$ cat src/rtl/wb_pkg.sv
package wb_pkg;
  typedef enum logic [1:0] {
    WB_UNCACHED = 2'd0,
    WB_WTHRU    = 2'd1,
    WB_LINE     = 2'd2,
    WB_SPARE    = 2'd3
  } wb_kind_e;
endpackage

$ cat src/rtl/wb_store.sv
// Circular entry store; DEPTH must be a power of two, a line fills every slot.
module wb_store #(
  parameter int unsigned AW    = 64,
  parameter int unsigned DW    = 64,
  parameter int unsigned DEPTH = 4,
  localparam int unsigned BW   = DW / 8,
  localparam int unsigned PW   = $clog2(DEPTH),
  localparam int unsigned CW   = $clog2(DEPTH + 1),
  localparam int unsigned OFS  = $clog2(BW)
) (
  input  logic                        clk_i,
  input  logic                        rst_ni,
  input  logic                        push_one_i,
  input  logic                        push_line_i,
  input  logic [AW-1:0]               in_addr_i,
  input  logic [DW-1:0]               in_data_i,
  input  logic [BW-1:0]               in_be_i,
  input  logic [DEPTH*DW-1:0]         in_line_i,
  input  logic                        pop_i,
  output logic [AW-1:0]               head_addr_o,
  output logic [DW-1:0]               head_data_o,
  output logic [BW-1:0]               head_be_o,
  output logic [CW-1:0]               count_o,
  output logic [DEPTH-1:0]            slot_valid_o,
  output logic [DEPTH-1:0][AW-1:0]    slot_addr_o
);
  localparam int unsigned LOFS = PW + OFS;

  logic [DEPTH-1:0][AW-1:0] addr_q;
  logic [DEPTH-1:0][DW-1:0] data_q;
  logic [DEPTH-1:0][BW-1:0] be_q;
  logic [DEPTH-1:0]         vld_q;
  logic [PW-1:0]            rd_q, wr_q;
  logic [CW-1:0]            cnt_q, push_n;

  logic [DEPTH-1:0][PW-1:0] line_slot;
  logic [DEPTH-1:0][AW-1:0] line_addr;

  for (genvar g = 0; g < DEPTH; g++) begin : g_line
    assign line_slot[g] = wr_q + PW'(g);
    assign line_addr[g] = {in_addr_i[AW-1:LOFS], PW'(g), {OFS{1'b0}}};
  end

  always_comb begin
    push_n = '0;
    if (push_one_i)       push_n = CW'(1);
    else if (push_line_i) push_n = CW'(DEPTH);
  end

  always_ff @(posedge clk_i or negedge rst_ni) begin
    if (!rst_ni) begin
      addr_q <= '0;
      data_q <= '0;
      be_q   <= '0;
      vld_q  <= '0;
      rd_q   <= '0;
      wr_q   <= '0;
      cnt_q  <= '0;
    end else begin
      if (pop_i) begin
        vld_q[rd_q] <= 1'b0;
        rd_q        <= rd_q + PW'(1);
      end
      if (push_one_i) begin
        addr_q[wr_q] <= in_addr_i;
        data_q[wr_q] <= in_data_i;
        be_q[wr_q]   <= in_be_i;
        vld_q[wr_q]  <= 1'b1;
        wr_q         <= wr_q + PW'(1);
      end else if (push_line_i) begin
        // buffer is empty here; write pointer wraps back to itself
        for (int i = 0; i < DEPTH; i++) begin
          addr_q[line_slot[i]] <= line_addr[i];
          data_q[line_slot[i]] <= in_line_i[i*DW +: DW];
          be_q[line_slot[i]]   <= {BW{1'b1}};
          vld_q[line_slot[i]]  <= 1'b1;
        end
      end
      cnt_q <= cnt_q + push_n - CW'(pop_i);
    end
  end

  assign head_addr_o  = addr_q[rd_q];
  assign head_data_o  = data_q[rd_q];
  assign head_be_o    = be_q[rd_q];
  assign count_o      = cnt_q;
  assign slot_valid_o = vld_q;
  assign slot_addr_o  = addr_q;
endmodule

$ cat src/rtl/wb_hazard.sv
module wb_hazard #(
  parameter int unsigned AW    = 64,
  parameter int unsigned DEPTH = 4,
  parameter int unsigned OFS   = 3
) (
  input  logic                     ld_valid_i,
  input  logic [AW-1:0]            ld_addr_i,
  input  logic [DEPTH-1:0]         slot_valid_i,
  input  logic [DEPTH-1:0][AW-1:0] slot_addr_i,
  output logic                     stall_o
);
  logic [DEPTH-1:0] match;

  for (genvar g = 0; g < DEPTH; g++) begin : g_cmp
    logic [AW-1:0] diff;
    assign diff     = slot_addr_i[g] ^ ld_addr_i;
    assign match[g] = slot_valid_i[g] && ((diff >> OFS) == '0);
  end

  assign stall_o = ld_valid_i && (|match);
endmodule

$ cat src/rtl/wb_cost.sv
module wb_cost #(
  parameter int unsigned CW         = 3,
  parameter int unsigned PEN_W      = 3,
  parameter int unsigned DIRTY_BASE = 3
) (
  input  logic             op_valid_i,
  input  logic             op_hit_i,
  input  logic             op_dirty_i,
  input  logic [CW-1:0]    drain_cnt_i,
  output logic [PEN_W-1:0] penalty_o
);
  always_comb begin
    penalty_o = '0;
    if (op_valid_i && op_hit_i && op_dirty_i)
      penalty_o = PEN_W'(DIRTY_BASE) + PEN_W'(drain_cnt_i);
  end
endmodule

$ cat src/rtl/wb_buffer.sv
module wb_buffer
  import wb_pkg::*;
#(
  parameter int unsigned AW         = 64,
  parameter int unsigned DW         = 64,
  parameter int unsigned DEPTH      = 4,
  parameter int unsigned DIRTY_BASE = 3
) (
  input  logic                                       clk_i,
  input  logic                                       rst_ni,
  input  logic                                       enq_valid_i,
  input  logic [1:0]                                 enq_kind_i,
  input  logic [AW-1:0]                              enq_addr_i,
  input  logic [DW-1:0]                              enq_data_i,
  input  logic [DW/8-1:0]                            enq_be_i,
  input  logic [DEPTH*DW-1:0]                        enq_line_i,
  output logic                                       enq_ready_o,
  output logic                                       drn_valid_o,
  output logic [AW-1:0]                              drn_addr_o,
  output logic [DW-1:0]                              drn_data_o,
  output logic [DW/8-1:0]                            drn_be_o,
  input  logic                                       drn_ready_i,
  output logic                                       empty_o,
  output logic [$clog2(DEPTH+1)-1:0]                 occupancy_o,
  input  logic                                       ld_valid_i,
  input  logic [AW-1:0]                              ld_addr_i,
  output logic                                       ld_stall_o,
  input  logic                                       op_valid_i,
  input  logic                                       op_hit_i,
  input  logic                                       op_dirty_i,
  output logic [$clog2(DIRTY_BASE+DEPTH+1)-1:0]      op_penalty_o
);
  localparam int unsigned BW    = DW / 8;
  localparam int unsigned CW    = $clog2(DEPTH + 1);
  localparam int unsigned PEN_W = $clog2(DIRTY_BASE + DEPTH + 1);
  localparam int unsigned OFS   = $clog2(BW);

  logic                     is_line, full, push_one, push_line, pop;
  logic [CW-1:0]            count;
  logic [DEPTH-1:0]         slot_valid;
  logic [DEPTH-1:0][AW-1:0] slot_addr;

  assign is_line   = (enq_kind_i == WB_LINE);
  assign empty_o   = (count == '0);
  assign full      = (count == CW'(DEPTH));
  // readiness from pre-edge count only; a same-cycle drain is not credited
  assign enq_ready_o = is_line ? empty_o : !full;
  assign push_one  = enq_valid_i && enq_ready_o && !is_line;
  assign push_line = enq_valid_i && enq_ready_o && is_line;
  assign drn_valid_o = !empty_o;
  assign pop       = drn_valid_o && drn_ready_i;
  assign occupancy_o = count;

  wb_store #(.AW(AW), .DW(DW), .DEPTH(DEPTH)) u_store (
    .clk_i        (clk_i),
    .rst_ni       (rst_ni),
    .push_one_i   (push_one),
    .push_line_i  (push_line),
    .in_addr_i    (enq_addr_i),
    .in_data_i    (enq_data_i),
    .in_be_i      (enq_be_i),
    .in_line_i    (enq_line_i),
    .pop_i        (pop),
    .head_addr_o  (drn_addr_o),
    .head_data_o  (drn_data_o),
    .head_be_o    (drn_be_o),
    .count_o      (count),
    .slot_valid_o (slot_valid),
    .slot_addr_o  (slot_addr)
  );

  wb_hazard #(.AW(AW), .DEPTH(DEPTH), .OFS(OFS)) u_hazard (
    .ld_valid_i   (ld_valid_i),
    .ld_addr_i    (ld_addr_i),
    .slot_valid_i (slot_valid),
    .slot_addr_i  (slot_addr),
    .stall_o      (ld_stall_o)
  );

  wb_cost #(.CW(CW), .PEN_W(PEN_W), .DIRTY_BASE(DIRTY_BASE)) u_cost (
    .op_valid_i  (op_valid_i),
    .op_hit_i    (op_hit_i),
    .op_dirty_i  (op_dirty_i),
    .drain_cnt_i (count),
    .penalty_o   (op_penalty_o)
  );
endmodule

$ cat config.mk
export PLATFORM = sky130hd
export DESIGN_NAME = wb_buffer
export DESIGN_NICKNAME = d
export VERILOG_FILES = /design/src/rtl/wb_pkg.sv /design/src/rtl/wb_store.sv /design/src/rtl/wb_hazard.sv /design/src/rtl/wb_cost.sv /design/src/rtl/wb_buffer.sv
export SDC_FILE = /design/constraint.sdc
export NUM_CORES = 2
export LEC_CHECK = 0
export BUFFER_PORTS_ARGS = -buffer_cell sky130_fd_sc_hd__buf_2
export CORE_ASPECT_RATIO = 1.25
export CORE_MARGIN = 5
export CORE_UTILIZATION = 40
export DETAILED_ROUTE_END_ITERATION = 7
export MAX_ROUTING_LAYER = met4
export PLACE_DENSITY = 0.58
export SKIP_CTS_REPAIR_TIMING = 1
export SYNTH_ARGS = -nofsm -noshare
export SYNTH_HDL_FRONTEND = slang
export SYNTH_SLANG_ARGS = --single-unit
$ cat constraint.sdc
create_clock -name clk_i -period 3.4 [get_ports clk_i]
set_input_delay 0.17 -clock clk_i [delete_from_list [all_inputs] [get_ports clk_i]]
set_output_delay 0.17 -clock clk_i [all_outputs]
set_load 0.005 [all_outputs]
# ---- Word level (Yosys, flattened, before mapping)
# Index checks and enable logic that the tools add are counted.
dict set report classes {
  add_sub_neg 7
  magnitude_cmp 10
  n_eq_ne 2
  mux 56
  bitwise 14
  n_reduce_logical 26
}
# cell n
set ops {}
lappend ops {{bitwise mux 256 bit} 10}
lappend ops {{2-to-1 mux 256 bit} 4}
lappend ops {{demux 64 bit (select 2 bit)} 4}
lappend ops {{2-to-1 mux 64 bit} 6}
lappend ops {{binary-select mux 64 bit (select 2 bit)} 2}
lappend ops {{zero test 64 bit} 4}
lappend ops {{bitwise XOR 64 bit} 4}
lappend ops {{bitwise OR 32 bit} 4}
lappend ops {{demux 8 bit (select 2 bit)} 4}
lappend ops {{2-to-1 mux 32 bit} 2}
lappend ops {{2-to-1 mux 8 bit} 5}
lappend ops {{bitwise mux 32 bit} 1}
lappend ops {{binary-select mux 8 bit (select 2 bit)} 1}
lappend ops {{logical AND 1 bit} 16}
lappend ops {{bitwise OR 4 bit} 4}
lappend ops {{< comparator 2 x 3 -> 1 bit, second input constant} 5}
lappend ops {{2-to-1 mux 4 bit} 3}
lappend ops {{demux 1 bit (select 2 bit)} 5}
lappend ops {{greater-or-equal comparator 2 x 1 -> 1 bit, second input constant} 5}
lappend ops {{2-to-1 mux 3 bit} 3}
lappend ops {{2-to-1 mux 1 bit} 6}
lappend ops {{adder 2 x 1 -> 2 bit, second input constant} 2}
lappend ops {{adder 2 bit, second input constant} 2}
lappend ops {{bitwise AND 4 bit} 1}
lappend ops {{other kinds (10)} 12}
dict set report totals {
  ff_bits 555
  out_inout_bits 146
}

# ---- Logic depth before layout (Yosys ltp)
dict set report logic_depth {
  word_depth 13
  mapped_depth 11
  depth_no_buf 10
}

# ---- By module
# Synthesis repeated with hierarchy kept, for this count alone.
dict set report unflattened {
  hier_cells 3531
  hier_area_um2 35716.8
}
# mod n_inst cells_per_inst area_per_inst_um2
set modules_own_cells {}
lappend modules_own_cells {wb_store 1 3136 32804.0}
lappend modules_own_cells {wb_hazard 1 378 2803.9}
lappend modules_own_cells {wb_buffer 1 9 63.8}
lappend modules_own_cells {wb_cost 1 8 45.0}

# ---- Worst setup path after synthesis
# No wires, ideal clock.
dict set report synth_timing {
  path_kind {register to register}
  startpoint {register u_store.cnt_q[1] (netlist: u_store.count_o[1])}
  endpoint {register u_store.cnt_q[2] (netlist: u_store.count_o[2])}
  arrival_time_ns 2.342
  slack_ns 0.933
  path_stages_with_launch 12
  path_cell_list {dfrtp_1 > inv_1 > ha_1 > nand2b_2 > and2_1 > clkbuf_1 > ha_1 > inv_1 > ha_1 > fa_1 > xnor2_1 > xnor2_1}
}
dict set report synth_between {
  word_cells_on_any_way 13
  cone_classes {2 x add/sub; 1 x eq/ne; 3 x mux; 7 x reduce/logical}
}
# element line_no
set synth_rtl {}
lappend synth_rtl {{from (decl)} wb_store.sv:34} ;# logic [CW-1:0] cnt_q, push_n;
lappend synth_rtl {{from (signal assigned)} wb_store.sv:79} ;# cnt_q <= cnt_q + push_n - CW'(pop_i);
lappend synth_rtl {{zero test 3 bit} wb_buffer.sv:44} ;# assign empty_o = (count == '0);
lappend synth_rtl {{zero test 1 bit} wb_buffer.sv:50} ;# assign drn_valid_o = !empty_o;
lappend synth_rtl {{via drn_valid_o} wb_buffer.sv:18} ;# output logic drn_valid_o,
lappend synth_rtl {{logical AND 1 bit} wb_buffer.sv:51} ;# assign pop = drn_valid_o && drn_ready_i;
lappend synth_rtl {{subtractor 3 x 1 -> 3 bit} wb_store.sv:79}
# The timed path passes the listed nets, and every way through them passes these cells.
# A chain may end at the register's enable or synchronous reset.

==> flow_metrics.py <==
metrics = {
    "routing": {
        "viasPerCell": 6.176,
        "drtIter0Drc": 3075,
        "antenna_left": 0,
        "first_pass_iters": 8,
        "drt_wl_total_um": 148700,
        "via_count": 33110,
        "routedWlPerCell_um": 27.75,
        "drc": 0,
    },
    "power_and_ir_drop": {
        "p_total_mw": 42.82,
        "vdd_drop_max_mv": 0.5951,
        "power_density_nw_per_um2": 982.1,
        "p_leak_nw": 18.87,
    },
    "grt": {
        "grt_pass1_wl_um": 214900,
        "grt_remaining_overflow": 0,
        "antenna_found_initial": 51,
        "grt_pass1_vias": 31320,
        "grt_max_degree": 160,
        "track_usage": 0.3201,
    },
    "timing": {
        "worstMarginPinSlew_ns": 0.9394,
        "clock.fmax_mhz": 304.5,
        "relSlewSlack": 0.3738,
        "hold_slack_ns": -0.01150,
        "setup_tns_ns": 0,
        "period_share": 0.9658,
        "finalHoldViolations": 7,
        "setup_violations": 0,
        "fin_crit_ns": 3.284,
        "drv_slew": 0,
        "skew_ns": 0.03096,
    },
    "cts": {
        "cts_tree": "done",
        "cts_sinks": 555,
        "htree_levels": 2,
        "clock_latency_ns": 0.65,
        "numCtsBuffers": 60,
        "clkTransAtPathRegs_ns": 0.07,
        "clockBufferDepth": 3,
        "clock_tree.root_cell": "clkbuf_16",
    },
    "floorplanning": {
        "die_w_um": 270.1,
        "coreArea_um2": 84120,
        "ios": 612,
        "die_h_um": 335.1,
        "start_util": 0.4021,
        "num_rows": 119,
        "dieArea_um2": 90530,
    },
    "placement": {
        "placed_cell_area_um2": 38020,
        "gp_congestion": 1.038,
        "port_buffers": 608,
        "place_hpwl_um": 99680,
    },
    "yosys": {
        "synth-async-reset-ratio": 1.000,
        "synth_edf_count": 0,
        "synthFlopType": "dfrtp_1",
        "postSynthCellCount": 3412,
        "yosysTopAreaCell": "dfrtp_1",
        "synth_warnings": 0,
        "synth_seq_cells": 555,
        "synthTopCellsByArea": "dfrtp_1 41%, mux4_2 9.1%, a22oi_1 8.6%",
        "yosysUniqueCellTypes": 50,
        "synth_top_area_share": 0.4105,
        "synth_area_um2": 33830,
        "syn_nets": 3891,
        "syn_avg_cell_area_um2": 9.915,
        "ys_seq_area_frac": 0.4105,
    },
    "finish": {
        "final_util": 0.5183,
        "final_area_um2": 43600,
        "final_nets": 4644,
        "drive_gt1_frac": 0.2533,
        "syn2layout_area_growth_pct": 28.88,
    },
    "min_path": {
        "min_path_type": "input pin to flip-flop",
    },
    "flow_run": {
        "cap_violations": 0,
    },
    "setup_path": {
        "worstSetupPathType": "flip-flop to flip-flop",
        "worstPathRequired_ns": 3.98,
        "crit_path_start_kind": "flip-flop",
        "arrival_ns": 3.87,
        "endpoint_kind": "flip-flop",
        "path_max_fanout": 15,
    },
    "status": {
        "violations": "negative hold slack",
        "outcome": "finished, violations left",
    },
}
-- routing by layer --
metal	part of all wire	track usage	vias to the layer above
met3	0.080	0.07718	361
li1	-	-	14590
met5	0	-	-
met2	0.48	0.5088	1638
met4	0.062	0.1629	0
met1	0.38	0.3821	16510
-- placed cells by master, fill, tap and decap left out, types with 60 or more instances in the layout --
cell           count
a21oi_1          130
a221oi_1         260
a22oi_1          388
buf_2            607
clkbuf_16         60
dfrtp_1          553
dlygate4sd3_1    334
mux2_2           117
mux4_2           136
nand2_1          357
nor2_1           138
nor2b_1          129
nor3_1           131
o21ai_0          273
xor2_1           170
-- synthesized netlist by cell type, types with 4 or more instances --
| master | number |
|---|---|
| o2111ai_1 | 4 |
| ha_1 | 12 |
| xor2_1 | 170 |
| a22o_1 | 18 |
| and2_1 | 6 |
| nor2b_1 | 131 |
| o2bb2ai_1 | 4 |
| nand2_1 | 359 |
| clkbuf_1 | 202 |
| mux4_2 | 136 |
| mux2_2 | 117 |
| nor4_1 | 50 |
| xnor2_1 | 36 |
| a22oi_1 | 388 |
| o22ai_1 | 15 |
| nand4_1 | 21 |
| a221oi_1 | 260 |
| o21ai_0 | 273 |
| inv_1 | 50 |
| nand3_1 | 4 |
| dfrtp_1 | 555 |
| a31oi_1 | 6 |
| buf_1 | 17 |
| nor2_1 | 138 |
| nor3_1 | 131 |
| a21oi_1 | 130 |
| o22a_1 | 32 |
| buf_4 | 14 |
| buf_2 | 96 |
| o21ai_1 | 4 |
-- stage by stage --
step / hold slack [ns] / setup slack [ns] / cells
floorplan: -0.1256 / 0.9325 / 3412
global placement: 0.2434 / 0.6233 / 4858
detailed placement: 0.2368 / 0.5776 / 4858
CTS: -0.4647 / 0.1677 / 4971
global route: 0.01150 / -0.01625 / 5354
finish: -0.01150 / 0.1162 / 5360
-- worst paths after layout --
| check | startpoint | to | slack [ns] | cells past startpoint |
|---|---|---|---|---|
| worst max-delay path | u_store.wr_q[0] | u_store.data_q[108] | 0.12 | 10 |
| worst min-delay path | enq_line_i[101] | u_store.data_q[101] | -0.01 | 5 |
| worst max register to register | u_store.wr_q[0] | u_store.data_q[108] | 0.12 | 10 |
| worst min register to register | u_store.be_q[17] | u_store.be_q[17] | 0.48 | 1 |
| max in group asynchronous | rst_ni | u_store.data_q[230] | 2.20 | 3 |
| min in group asynchronous | rst_ni | async pin | 0.13 | 2 |
-- critical path, cell delays in order (launching register included) --
cell and delay [ns]:
dfrtp_1 0.47, inv_1 0.20, ha_4 0.27, or4_1 0.55
nand3_1 0.13, nor2_2 0.11, nor2_4 0.48, buf_12 0.25
a22oi_1 0.08, o21ai_0 0.10, dlygate4sd3_1 0.59
-- cell families after synthesis --
group,Yosys count,synth area share
XOR/XNOR,206,0.05333
AND/OR/NAND/NOR,857,0.1177
adder cells (fa/ha/maj),13,0.005030
flip-flops,555,0.4105
multiplexers,253,0.1295
buffers and inverters,383,0.04827
AO/OA/AOI/OAI,1145,0.2356
-- cell type report --
| type | instances | area [um^2] |
|---|---|---|
| Fill cell | 7779 | 40520 |
| Multi-Input combinational cell | 2474 | 18460 |
| Sequential cell | 555 | 13900 |
| Timing Repair Buffer | 1023 | 7455 |
| Clock buffer | 86 | 1719 |
| Tap cell | 1089 | 1363 |
| Clock inverter | 27 | 384.1 |
| Inverter | 51 | 191.4 |
| Antenna cell | 55 | 137.6 |
-- report_power, final --
group,internal (mW),switching (mW)
Combinational,10.6,13.0
Clock,4.13,2.93
Sequential,9.70,2.48
Total,24.4,18.4
No activity file was read; power rests on OpenSTA's default activity.
